**src/rtl/uart_rx_pkg.sv**
```systemverilog
package uart_rx_pkg;

    localparam int MAX_DATA_BITS = 9;
    localparam int CPB_W         = 16;
    localparam int SYNC_STAGES   = 2;
    localparam int BIT_IDX_W     = $clog2(MAX_DATA_BITS + 1);

    typedef enum logic [2:0] {
        PAR_NONE = 3'd0,
        PAR_ODD  = 3'd1,
        PAR_EVEN = 3'd2,
        PAR_ZERO = 3'd3,
        PAR_ONE  = 3'd4
    } par_mode_e;

    typedef enum logic [2:0] {
        ST_IDLE,
        ST_START,
        ST_DATA,
        ST_PARITY,
        ST_STOP
    } rx_state_e;

    typedef struct packed {
        rx_state_e                state;
        logic [BIT_IDX_W-1:0]     idx;
        logic [MAX_DATA_BITS-1:0] word;
        logic                     par_acc;
        logic                     par_bad;
        logic                     done;
        logic [MAX_DATA_BITS-1:0] data;
        logic                     valid;
        logic                     se;
        logic                     pe;
        logic                     te;
    } rx_regs_t;

endpackage

```
**src/rtl/rx_line_front.sv**
```systemverilog
module rx_line_front
    import uart_rx_pkg::*;
(
    input  logic clk,
    input  logic rst_n,
    input  logic line_in,
    input  logic invert,
    output logic level,
    output logic start_seen
);
    logic [SYNC_STAGES-1:0] sync_q, sync_d;
    logic                   prev_q, prev_d;

    always_comb begin
        sync_d = {sync_q[SYNC_STAGES-2:0], line_in};
        prev_d = sync_q[SYNC_STAGES-1];
    end

    always_ff @(posedge clk or negedge rst_n) begin
        if (!rst_n) begin
            sync_q <= '1;
            prev_q <= 1'b1;
        end else begin
            sync_q <= sync_d;
            prev_q <= prev_d;
        end
    end

    logic prev_lvl;
    always_comb begin
        level      = sync_q[SYNC_STAGES-1] ^ invert;
        prev_lvl   = prev_q ^ invert;
        start_seen = prev_lvl & ~level;
    end
endmodule

```
**src/rtl/rx_bit_timer.sv**
```systemverilog
module rx_bit_timer
    import uart_rx_pkg::*;
(
    input  logic             clk,
    input  logic             rst_n,
    input  logic             restart,
    input  logic             active,
    input  logic [CPB_W-1:0] cpb,
    output logic             tick
);
    logic [CPB_W-1:0] cnt_q, cnt_d;

    always_comb begin
        tick  = active && (cnt_q == '0);
        cnt_d = cnt_q;
        if (restart) begin
            cnt_d = (cpb >> 1) - 1'b1;
        end else if (active) begin
            if (cnt_q == '0) cnt_d = cpb - 1'b1;
            else             cnt_d = cnt_q - 1'b1;
        end
    end

    always_ff @(posedge clk or negedge rst_n) begin
        if (!rst_n) cnt_q <= '0;
        else        cnt_q <= cnt_d;
    end
endmodule

```
**src/rtl/rx_parity_judge.sv**
```systemverilog
module rx_parity_judge
    import uart_rx_pkg::*;
(
    input  par_mode_e mode,
    input  logic      data_xor,
    input  logic      par_bit,
    output logic      par_ok
);
    always_comb begin
        unique case (mode)
            PAR_ODD:  par_ok = data_xor ^ par_bit;
            PAR_EVEN: par_ok = ~(data_xor ^ par_bit);
            PAR_ZERO: par_ok = ~par_bit;
            PAR_ONE:  par_ok = par_bit;
            default:  par_ok = 1'b1;
        endcase
    end
endmodule

```
**src/rtl/uart_frame_rx.sv**
```systemverilog
module uart_frame_rx
    import uart_rx_pkg::*;
(
    input  logic                     clk,
    input  logic                     rst_n,
    input  logic                     rxd,
    input  logic [CPB_W-1:0]         cfg_clks_per_bit,
    input  logic [BIT_IDX_W-1:0]     cfg_data_bits,
    input  logic [2:0]               cfg_parity,
    input  logic                     cfg_parity_check,
    input  logic                     cfg_msb_first,
    input  logic                     cfg_invert,
    output logic                     frame_done,
    output logic [MAX_DATA_BITS-1:0] data,
    output logic                     frame_valid,
    output logic                     start_err,
    output logic                     parity_err,
    output logic                     stop_err
);
    rx_regs_t r_q, r_d;

    logic lvl, start_seen, tick, par_ok;
    logic [BIT_IDX_W-1:0] last_idx, pos;
    par_mode_e mode;

    assign mode = par_mode_e'(cfg_parity);

    rx_line_front u_front (
        .clk        (clk),
        .rst_n      (rst_n),
        .line_in    (rxd),
        .invert     (cfg_invert),
        .level      (lvl),
        .start_seen (start_seen)
    );

    rx_bit_timer u_timer (
        .clk     (clk),
        .rst_n   (rst_n),
        .restart (r_q.state == ST_IDLE && start_seen),
        .active  (r_q.state != ST_IDLE),
        .cpb     (cfg_clks_per_bit),
        .tick    (tick)
    );

    rx_parity_judge u_par (
        .mode     (mode),
        .data_xor (r_q.par_acc),
        .par_bit  (lvl),
        .par_ok   (par_ok)
    );

    always_comb begin
        r_d      = r_q;
        r_d.done = 1'b0;
        r_d.se   = 1'b0;
        r_d.pe   = 1'b0;
        r_d.te   = 1'b0;
        last_idx = cfg_data_bits - 1'b1;
        pos      = cfg_msb_first ? (last_idx - r_q.idx) : r_q.idx;

        unique case (r_q.state)
            ST_IDLE: begin
                if (start_seen) begin
                    r_d.state   = ST_START;
                    r_d.idx     = '0;
                    r_d.word    = '0;
                    r_d.par_acc = 1'b0;
                    r_d.par_bad = 1'b0;
                end
            end
            ST_START: begin
                if (tick) begin
                    if (lvl) begin
                        r_d.state = ST_IDLE;
                        r_d.done  = 1'b1;
                        r_d.se    = 1'b1;
                        r_d.valid = 1'b0;
                        r_d.data  = '0;
                    end else begin
                        r_d.state = ST_DATA;
                    end
                end
            end
            ST_DATA: begin
                if (tick) begin
                    r_d.word[pos] = lvl;
                    r_d.par_acc   = r_q.par_acc ^ lvl;
                    r_d.idx       = r_q.idx + 1'b1;
                    if (r_q.idx == last_idx)
                        r_d.state = (mode == PAR_NONE) ? ST_STOP : ST_PARITY;
                end
            end
            ST_PARITY: begin
                if (tick) begin
                    r_d.par_bad = cfg_parity_check && !par_ok;
                    r_d.state   = ST_STOP;
                end
            end
            ST_STOP: begin
                if (tick) begin
                    r_d.state = ST_IDLE;
                    r_d.done  = 1'b1;
                    r_d.data  = r_q.word;
                    r_d.valid = lvl && !r_q.par_bad;
                    r_d.pe    = r_q.par_bad;
                    r_d.te    = !lvl;
                end
            end
            default: r_d.state = ST_IDLE;
        endcase
    end

    always_ff @(posedge clk or negedge rst_n) begin
        if (!rst_n) begin
            r_q       <= '0;
            r_q.state <= ST_IDLE;
        end else begin
            r_q <= r_d;
        end
    end

    assign frame_done  = r_q.done;
    assign data        = r_q.data;
    assign frame_valid = r_q.valid;
    assign start_err   = r_q.se;
    assign parity_err  = r_q.pe;
    assign stop_err    = r_q.te;
endmodule

```
**config.mk**
```make
export PLATFORM = sky130hd
export DESIGN_NAME = uart_frame_rx
export DESIGN_NICKNAME = d
export VERILOG_FILES = /design/src/rtl/uart_rx_pkg.sv /design/src/rtl/rx_line_front.sv /design/src/rtl/rx_bit_timer.sv /design/src/rtl/rx_parity_judge.sv /design/src/rtl/uart_frame_rx.sv
export SDC_FILE = /design/constraint.sdc
export NUM_CORES = 1
export LEC_CHECK = 0
export BUFFER_PORTS_ARGS = -buffer_cell sky130_fd_sc_hd__buf_4
export CORE_AREA = 2 2 81 83
export DETAILED_ROUTE_END_ITERATION = 10
export DIE_AREA = 0 0 83 85
export PLACE_DENSITY = 0.75
export SLEW_MARGIN = 15
export SYNTH_ARGS = -nofsm -noshare
export SYNTH_HDL_FRONTEND = slang
export SYNTH_SLANG_ARGS = --single-unit
```
**constraint.sdc**
```tcl
create_clock -name clk -period 3.2 [get_ports clk]
set_clock_uncertainty 0.15 [all_clocks]
set_input_delay 0.16 -clock clk [delete_from_list [all_inputs] [get_ports clk]]
set_output_delay 0.16 -clock clk [all_outputs]
set_load 0.05 [all_outputs]
```
==> key figures, run 1 <==
Run status
  • Outcome: complete, no violations

Global route
  • GRT Total Usage: 20.2%
  • Initial antenna violation count: 0
  • Pin count of the biggest net entering global routing: 52
  • Vias in the first global route: 2508
  • First-pass GRT wire length: 11.8 mm
  • GRT overflow: 0

Clock network
  • Clk slew on worst S/H paths: 0.10 ns
  • Clock Path Buffers: 2
  • Num CTS Buffers: 5
  • Root Buffer: clkbuf_8
  • Worst-Skew Late Latency: 0.31 ns
  • Sink Count: 51
  • # H-tree levels: 2
  • CTS tree: yes

Die
  • Starting Density: 50.9%
  • Die ar.: 7060 um2
  • Row count: 29
  • Die Height: 85 um
  • Chip Width: 83 um
  • # IOs: 43
  • Placeable Area: 6200 um2

Logic synthesis
  • Synth Area in Compound Gates: 24.2%
  • Synth area leaders: dfrtp_1 38%, nand2_1 3.3%, a22o_1 3.3%
  • Yosys warning total: 0
  • Synth Area in XOR/XNOR: 4.44%
  • Area leader, netlist: dfrtp_1
  • Asr flop ratio synth: 100%
  • Syn nets: 379
  • Primary FF master, synth: dfrtp_1
  • Main combinational cell family by area after synthesis: compound AO/OA/AOI/OAI gates
  • Share of the synthesized area in the top cell type: 38.0%
  • Gate Count Post-Synth: 343
  • Post-synthesis register bit count: 51
  • Synth Area in Simple Gates: 20.3%
  • Mean Syn Cell Area: 9.20 um2
  • Mux cell area share after synthesis: 1.59%
  • Post-Syn Area: 3160 um2
  • Synth unique cells: 56
  • Sequential element share of the synthesized area: 40.5%
  • EDFF count, synth: 0
  • Adder-cell share of the synthesized area: 3.01%

STA
  • Setup ws final: 0.148 ns
  • Slew Limit Headroom: 46.2%
  • Final TNS setup: 0 ns
  • Hold WS: 0.0278 ns
  • Fmax achieved: 328 MHz
  • Final Hold Fails: 0
  • Final setup viols: 0
  • Fin crit period: 3.05 ns
  • Least-Margin Pin Slew: 0.807 ns
  • Final Cycle Share: 95.4%
  • Slew Viols, Final: 0

Power
  • Clock share of power: 24.7%
  • P_sw: 0.743 mW
  • Leak: 1.64 nW
  • Sequential power share: 41.2%
  • Switching share of power: 34.6%
  • Pwr Total: 2.15 mW
  • Int Pwr: 1.41 mW
  • PD cells: 583 nW/um2
  • Comb pwr share: 34.1%
  • Peak supply drop: 0.000314 V

Detailed routing
  • Routed Wire Length: 7.04 mm
  • DRT iter0 DRCs: 165
  • Final ANT Viol Nets: 0
  • DRT Pass-1 Iters: 7
  • Routed WL per cell: 15.3 um
  • DR vias: 2768
  • Residual DRC count: 0
  • Via/cell ratio: 6.03

Final layout
  • Multi-input gate area in the final layout: 1700 um2
  • Nets: 417
  • # diodes: 0
  • Most frequent cells in the layout: 53 x buf_4, 48 x dfrtp_1, 28 x nand2_1
  • Layout cells sized above 1: 19.4%
  • Area Growth Syn to Fin: 16.9%
  • Final Cell Area: 3690 um2
  • FF/Latch Area: 1280 um2
  • Commonest non-fill, non-tap cell in the layout: buf_4
  • Post-route insts no fill: 459
  • Fill count: 548
  • Fin util: 59.5%

Place
  • Final GP Congestion: 0.907
  • Cell count after placement: 446
  • Hpwl dp: 5.27 mm
  • Pre-CTS setup slack: 0.0770 ns
  • Number of port buffers: 42
  • Post-DP Area: 3500 um2

Setup path
  • Crit Path Max Fanout: 17
  • Worst Setup End Kind: register
  • Setup CP Type: reg2reg
  • Critical Path RT: 3.26 ns
  • Worst Setup Start Kind: register
  • Worst path arrival time: 3.11 ns

Run
  • Max Cap Viol: 0

Worst hold path
  • Worst min path class: in2reg
-- cells by family (layout without fill, tap and decap cells) --
logic type      count (synthesis)  count (layout)
simple gates                  119             119
compound gates                107             107
flops                          51              51
buf+inv                        38              77
xor+xnor                       16              16
fa+ha+maj                       7               7
mux                             5               5
-- power groups by stage --
stage / clock, mW / combinational [mW] / sequential (mW)
global route: 0.567 / 0.835 / 0.904
CTS: 0.539 / 0.717 / 0.885
finish: 0.532 / 0.733 / 0.887
global placement: 0 / 0.693 / 0.892
detailed placement: 0 / 0.715 / 0.895
floorplan: 0 / 0.551 / 0.852
-- worst paths after layout --
kind | start | endpoint | slack (ns) | depth (start not counted)
worst max-delay path | u_front.prev_q | u_timer.cnt_q[15] | 0.15 | 7
worst min-delay path | cfg_parity[2] | r_q[14] | 0.03 | 3
min in group asynchronous | rst_n | frame_done | 0.26 | 2
worst max register to register | u_front.prev_q | u_timer.cnt_q[15] | 0.15 | 7
worst min register to register | u_front.sync_q[0] | u_front.sync_q[1] | 0.21 | 0
max in group asynchronous | rst_n | u_timer.cnt_q[0] | 2.21 | 2
-- worst max-delay path, cell delays in order (launching register included) --
cell	delay (ns)
dfstp_2	0.53
and3b_4	0.21
o21a_4	0.26
or4_1	0.54
a222oi_1	0.59
nand3_1	0.21
o21a_1	0.21
nor4_1	0.25
-- state kept, by name (all words and copies together) (netlist names) --
name	flops
stop_err	1
r_q	18
data	9
parity_err	1
u_timer.cnt_q	16
start_err	1
u_front.sync_q	2
u_front.prev_q	1
frame_done	1
frame_valid	1
-- final cells by class --
type / count / area share (%)
Multi-Input combinational cell: 254 / 46.1
Timing Repair Buffer: 56 / 11.6
Clock inverter: 3 / 1.83
Sequential cell: 51 / 34.7
Tap cell: 77 / 2.61
Inverter: 13 / 1.32
Clock buffer: 5 / 1.87
-- cell usage after synthesis (5+ instances only) --
cell type and n:
a21oi_1 17, inv_1 13, clkbuf_1 12, mux2i_1 5, a22o_1 12, o21ai_0 18
xor2_1 6, a211o_1 7, buf_4 9, a211oi_1 5, o31ai_1 12, nor3_1 10
nand2b_1 5, and2_1 6, nand2_1 28, nor2_1 23, dfrtp_1 48, nor4_1 8
nand3_1 9, nand4_1 6, ha_1 6, o211ai_1 9, xnor2_1 10, or2b_1 6
-- timing repair --
item                                    CTS  global route
setup buffers                             0             2
endpoints found under the hold margin    50             0
hold buffers                              3             0
endpoints found under the setup margin    0             8
resized for setup                         0             2
-- per-layer routing --
metal	wire, um	vias up	track usage (%)	part of all wire [%]
li1	-	1347	-	-
met1	3080	1328	26.2	44
met2	3500	84	34.5	50
met3	398	9	3.60	5.7
met4	70	0	6.56	0.99
met5	0	-	0	0
No activity file was read; power rests on OpenSTA's default activity.
==> inputs of run 2 (changes only) <==
- CORE_AREA: 2 2 81 83 -> 2 2 80 82
- CTS_BUF_LIST: not set -> sky130_fd_sc_hd__clkbuf_2
- DIE_AREA: 0 0 83 85 -> 0 0 82 84
- PLACE_DENSITY: 0.75 -> 0.77
==> key figures, run 2 (same netlist as run 1, synthesis figures left out) <==
Setup path
  • CP cell instances: nor3b_2 -> o21a_4 -> buf_4 -> or2b_1 -> a222oi_1 -> buf_4 -> nand4_1 -> xnor2_1 -> o21ai_0
  • Critical Path RT: 3.35 ns
  • Setup CP Type: reg2reg
  • CP max-delay cell: dfstp_2
  • Max stage delay on crit path: 0.58 ns
  • Crit Path Max Fanout: 22
  • Most used cell along the critical path: buf_4
  • Worst path arrival time: 3.17 ns
  • Worst Setup Start Kind: register
  • Worst Setup End Kind: register

Final layout
  • Layout cells sized above 1: 19.1%
  • Final Cell Area: 3700 um2
  • Multi-input gate area in the final layout: 1690 um2
  • Commonest non-fill, non-tap cell in the layout: buf_4
  • Fill count: 541
  • Most frequent cells in the layout: 56 x buf_4, 48 x dfrtp_1, 28 x nand2_1
  • Largest Register: r_q
  • FF/Latch Area: 1280 um2
  • Nets: 427
  • Post-route insts no fill: 469
  • Area Growth Syn to Fin: 17.3%
  • Fin util: 60.8%
  • Largest register FFs: 18
  • # diodes: 0

Run status
  • Outcome: complete, no violations

Die
  • Starting Density: 51.8%
  • Die ar.: 6890 um2
  • Chip Width: 82 um
  • Die Height: 84 um
  • # IOs: 43
  • Row count: 29
  • Placeable Area: 6100 um2

STA
  • Final TNS setup: 0 ns
  • Slew Viols, Final: 0
  • Setup ws final: 0.175 ns
  • Final Hold Fails: 0
  • Hold WS: 0.0276 ns
  • Least-Margin Pin Slew: 0.792 ns
  • Slew Limit Headroom: 47.2%
  • Fin crit period: 3.02 ns
  • RSZ-0062 raised after global routing: false
  • Final setup viols: 0
  • Fmax achieved: 331 MHz
  • Final Cycle Share: 94.5%

Power
  • Peak supply drop: 0.000325 V
  • PD cells: 536 nW/um2
  • Leak: 1.66 nW
  • Pwr Total: 1.99 mW

Clock network
  • CTS tree: yes
  • Worst-Skew Late Latency: 0.43 ns
  • Sink Count: 51
  • Root Buffer: clkbuf_2
  • Clock Path Buffers: 2
  • Num CTS Buffers: 5
  • Clk slew on worst S/H paths: 0.26 ns
  • # H-tree levels: 2

Detailed routing
  • DRT Pass-1 Iters: 5
  • Final ANT Viol Nets: 0
  • DR vias: 2856
  • DRT iter0 DRCs: 166
  • Via/cell ratio: 6.09
  • Routed Wire Length: 7.20 mm
  • Routed WL per cell: 15.4 um
  • Residual DRC count: 0

Place
  • Hpwl dp: 5.32 mm
  • Cell count after placement: 446
  • Pre-CTS setup slack: -0.0302 ns
  • Final GP Congestion: 0.894
  • Post-DP Area: 3500 um2
  • Number of port buffers: 42

Global route
  • GRT overflow: 0
  • Initial antenna violation count: 0
  • Pin count of the biggest net entering global routing: 52
  • Vias in the first global route: 2684
  • First-pass GRT wire length: 12.6 mm
  • GRT Total Usage: 22.9%

Run
  • Max Cap Viol: 0

Worst hold path
  • Worst min path class: in2reg
-- run 2: report_power, final --
group	internal, mW	total, mW	switching, mW	leakage, nW
Sequential	0.763	0.884	0.121	0.653
Combinational	0.360	0.773	0.413	0.968
Clock	0.128	0.329	0.201	0.0404
Total	1.25	1.99	0.734	1.66
-- run 2: worst paths after layout --
path / start / to / slack (ns) / cells past startpoint
hold reg to reg: u_front.sync_q[0] / u_front.sync_q[1] / 0.23 / 0
hold / removal: cfg_invert / r_q[15] / 0.03 / 3
max in group asynchronous: rst_n / u_timer.cnt_q[11] / 2.37 / 2
min in group asynchronous: rst_n / start_err / 0.10 / 2
setup / recovery: u_front.prev_q / u_timer.cnt_q[13] / 0.18 / 9
setup reg to reg: u_front.prev_q / u_timer.cnt_q[13] / 0.18 / 9
-- run 2: metal layers --
metal / track usage, % / share of wire, % / vias to the layer above
met5: 0 / 0 / -
met4: 6.82 / 2.0 / 0
met2: 37.6 / 50 / 117
met1: 30.3 / 41 / 1355
met3: 4.33 / 6.5 / 17
li1: - / - / 1367
-- run 2: critical path, delay by kind of cell (launching register included) --
| kind | cells | cell delay, ns |
|---|---|---|
| AO/OA/AOI/OAI | 3 | 0.86 |
| XOR/XNOR | 1 | 0.22 |
| buffers and inverters | 2 | 0.44 |
| flip-flops | 1 | 0.58 |
| AND/OR/NAND/NOR | 3 | 0.67 |
-- run 2: what timing repair did --
item                                   in CTS  in global routing
endpoints found under the hold margin      57                  0
setup endpoints to repair                   4                  2
resized for setup                           0                  1
setup buffers                               3                  2
hold buffers                               10                  0
pin swaps                                   1                  2
-- run 2: area by class of cell --
class	count	share of cell area, %
clock buffer	5	0.676
clock inverter	3	1.05
inverter	13	1.32
multi-input combinational	254	45.7
sequential	51	34.6
tap	77	2.60
timing repair buffer	66	14.1
==> inputs of run 3 (changes only) <==
- SETUP_SLACK_MARGIN: not set -> 0.3
==> key figures, run 3 (same netlist as run 1, synthesis figures left out) <==
Detailed routing
  • DR vias: 2924
  • Residual DRC count: 0
  • DRT iter0 DRCs: 190
  • Via/cell ratio: 6.08
  • Routed WL per cell: 16.3 um
  • Highest Signal Layer: met4
  • Metal2 WL: 4.02 mm
  • WL met1: 3.13 mm
  • Final ANT Viol Nets: 0
  • DRT Pass-1 Iters: 5
  • Routed Wire Length: 7.85 mm
  • Met3 routed WL: 491 um

Die
  • Placeable Area: 6100 um2
  • Chip Width: 82 um
  • Die Height: 84 um
  • Die ar.: 6890 um2
  • Starting Density: 51.8%
  • Row count: 29
  • # IOs: 43

Place
  • Hpwl dp: 5.38 mm
  • Number of port buffers: 42
  • Final GP Congestion: 0.891

Clock network
  • Root Buffer: clkbuf_2
  • Clock Path Buffers: 2
  • Sink Count: 51
  • Clk slew on worst S/H paths: 0.26 ns
  • Worst-Skew Late Latency: 0.43 ns
  • CTS tree: yes
  • # H-tree levels: 2
  • Num CTS Buffers: 5

STA
  • Final TNS setup: 0 ns
  • Final Cycle Share: 89.8%
  • Least-Margin Pin Slew: 0.813 ns
  • Fin crit period: 2.87 ns
  • Slew Viols, Final: 0
  • Slew Limit Headroom: 45.8%
  • Final Hold Fails: 0
  • Final setup viols: 0
  • RSZ-0062 raised after global routing: true
  • Fmax achieved: 348 MHz

Global route
  • Pin count of the biggest net entering global routing: 52
  • First-pass GRT wire length: 12.9 mm
  • Vias in the first global route: 2792
  • Initial antenna violation count: 0
  • GRT overflow: 0
  • GRT Total Usage: 23.9%

Final layout
  • Most frequent cells in the layout: 63 x buf_4, 46 x dfrtp_1, 28 x nand2_1
  • Fin util: 62.9%
  • Area Growth Syn to Fin: 21.4%
  • Layout cells sized above 1: 23.8%
  • Nets: 439
  • # diodes: 0
  • Largest register FFs: 18
  • Largest Register: r_q
  • Commonest non-fill, non-tap cell in the layout: buf_4

Run status
  • Outcome: complete, no violations

Setup path
  • WP buf/inv: 2
  • Worst Setup Start Kind: register
  • CP delay by family, top: simple AND/OR/NAND/NOR gates
  • Worst path arrival time: 3.08 ns
  • CP max-delay cell: dfstp_2
  • Setup CP Type: reg2reg
  • Crit Path Max Fanout: 12
  • CP cell instances: nor3b_4 -> o21a_4 -> buf_6 -> or2b_1 -> a222oi_1 -> buf_4 -> nand3_2 -> o21a_1 -> nor4_2
  • Max stage delay on crit path: 0.59 ns
  • Worst Setup End Kind: register
  • Critical Path RT: 3.41 ns

Worst hold path
  • Worst min path class: in2reg

Run
  • Max Cap Viol: 0

Power
  • PD cells: 507 nW/um2
  • Peak supply drop: 0.000287 V
  • Leak: 1.72 nW
==> run 3: metal layers <==
metal  vias to the layer above  GRT usage (%)
li1                       1391              -
met1                      1367           29.3
met2                       137           40.8
met3                        29           4.87
met4                         0           8.33
met5                         -              0
==> run 3: final timing paths <==
| kind | startpoint | endpoint | slack [ns] | cells after the start |
|---|---|---|---|---|
| setup reg to reg | u_front.prev_q | u_timer.cnt_q[15] | 0.33 | 9 |
| setup / recovery | u_front.prev_q | u_timer.cnt_q[15] | 0.33 | 9 |
| min in group asynchronous | rst_n | r_q[15] | 0.09 | 2 |
| hold / removal | cfg_msb_first | r_q[21] | 0.03 | 3 |
| hold reg to reg | u_front.sync_q[0] | u_front.sync_q[1] | 0.22 | 0 |
| max in group asynchronous | rst_n | u_timer.cnt_q[10] | 2.34 | 2 |
==> run 3: worst min-delay path, cell delays in order <==
cell	delay, ns
buf_4	0.14
o32a_1	0.23
o31ai_1	0.08
==> run 3: stage by stage <==
stage	setup WS [ns]	hold WS (ns)	power [mW]	cells	cell area, um2
after floorplan	0.321	-0.286	1.40	343	3160
after detailed placement	0.0353	0.0799	1.61	447	3510
final	0.328	0.0255	1.94	481	3830
after global routing	0.183	0.0103	2.11	481	3830
after global placement	0.115	0.0778	1.58	447	3510
after CTS	0.316	0.0105	1.92	474	3740
==> run 3: layout make-up <==
type	instances	area [um2]
repair buffers	77	618
clock inverters	2	12.5
fillers	523	2260
flip-flops and latches	51	1280
inverters	13	48.8
well taps	77	96.3
multi-input cells	255	1740
clock buffers	6	30.0
==> run 3: power breakdown <==
group | switching (mW) | leakage, nW | internal [mW]
Clock | 0.205 | 0.0290 | 0.0556
Combinational | 0.425 | 1.04 | 0.369
Sequential | 0.124 | 0.651 | 0.764
==> run 3: timing repair <==
item | in CTS | in global routing
resized for setup | 4 | 14
cloned | 1 | 0
hold endpoints to repair | 57 | 0
setup endpoints to repair | 9 | 16
pin swaps | 8 | 12
hold buffers | 10 | 0
setup buffers | 8 | 7
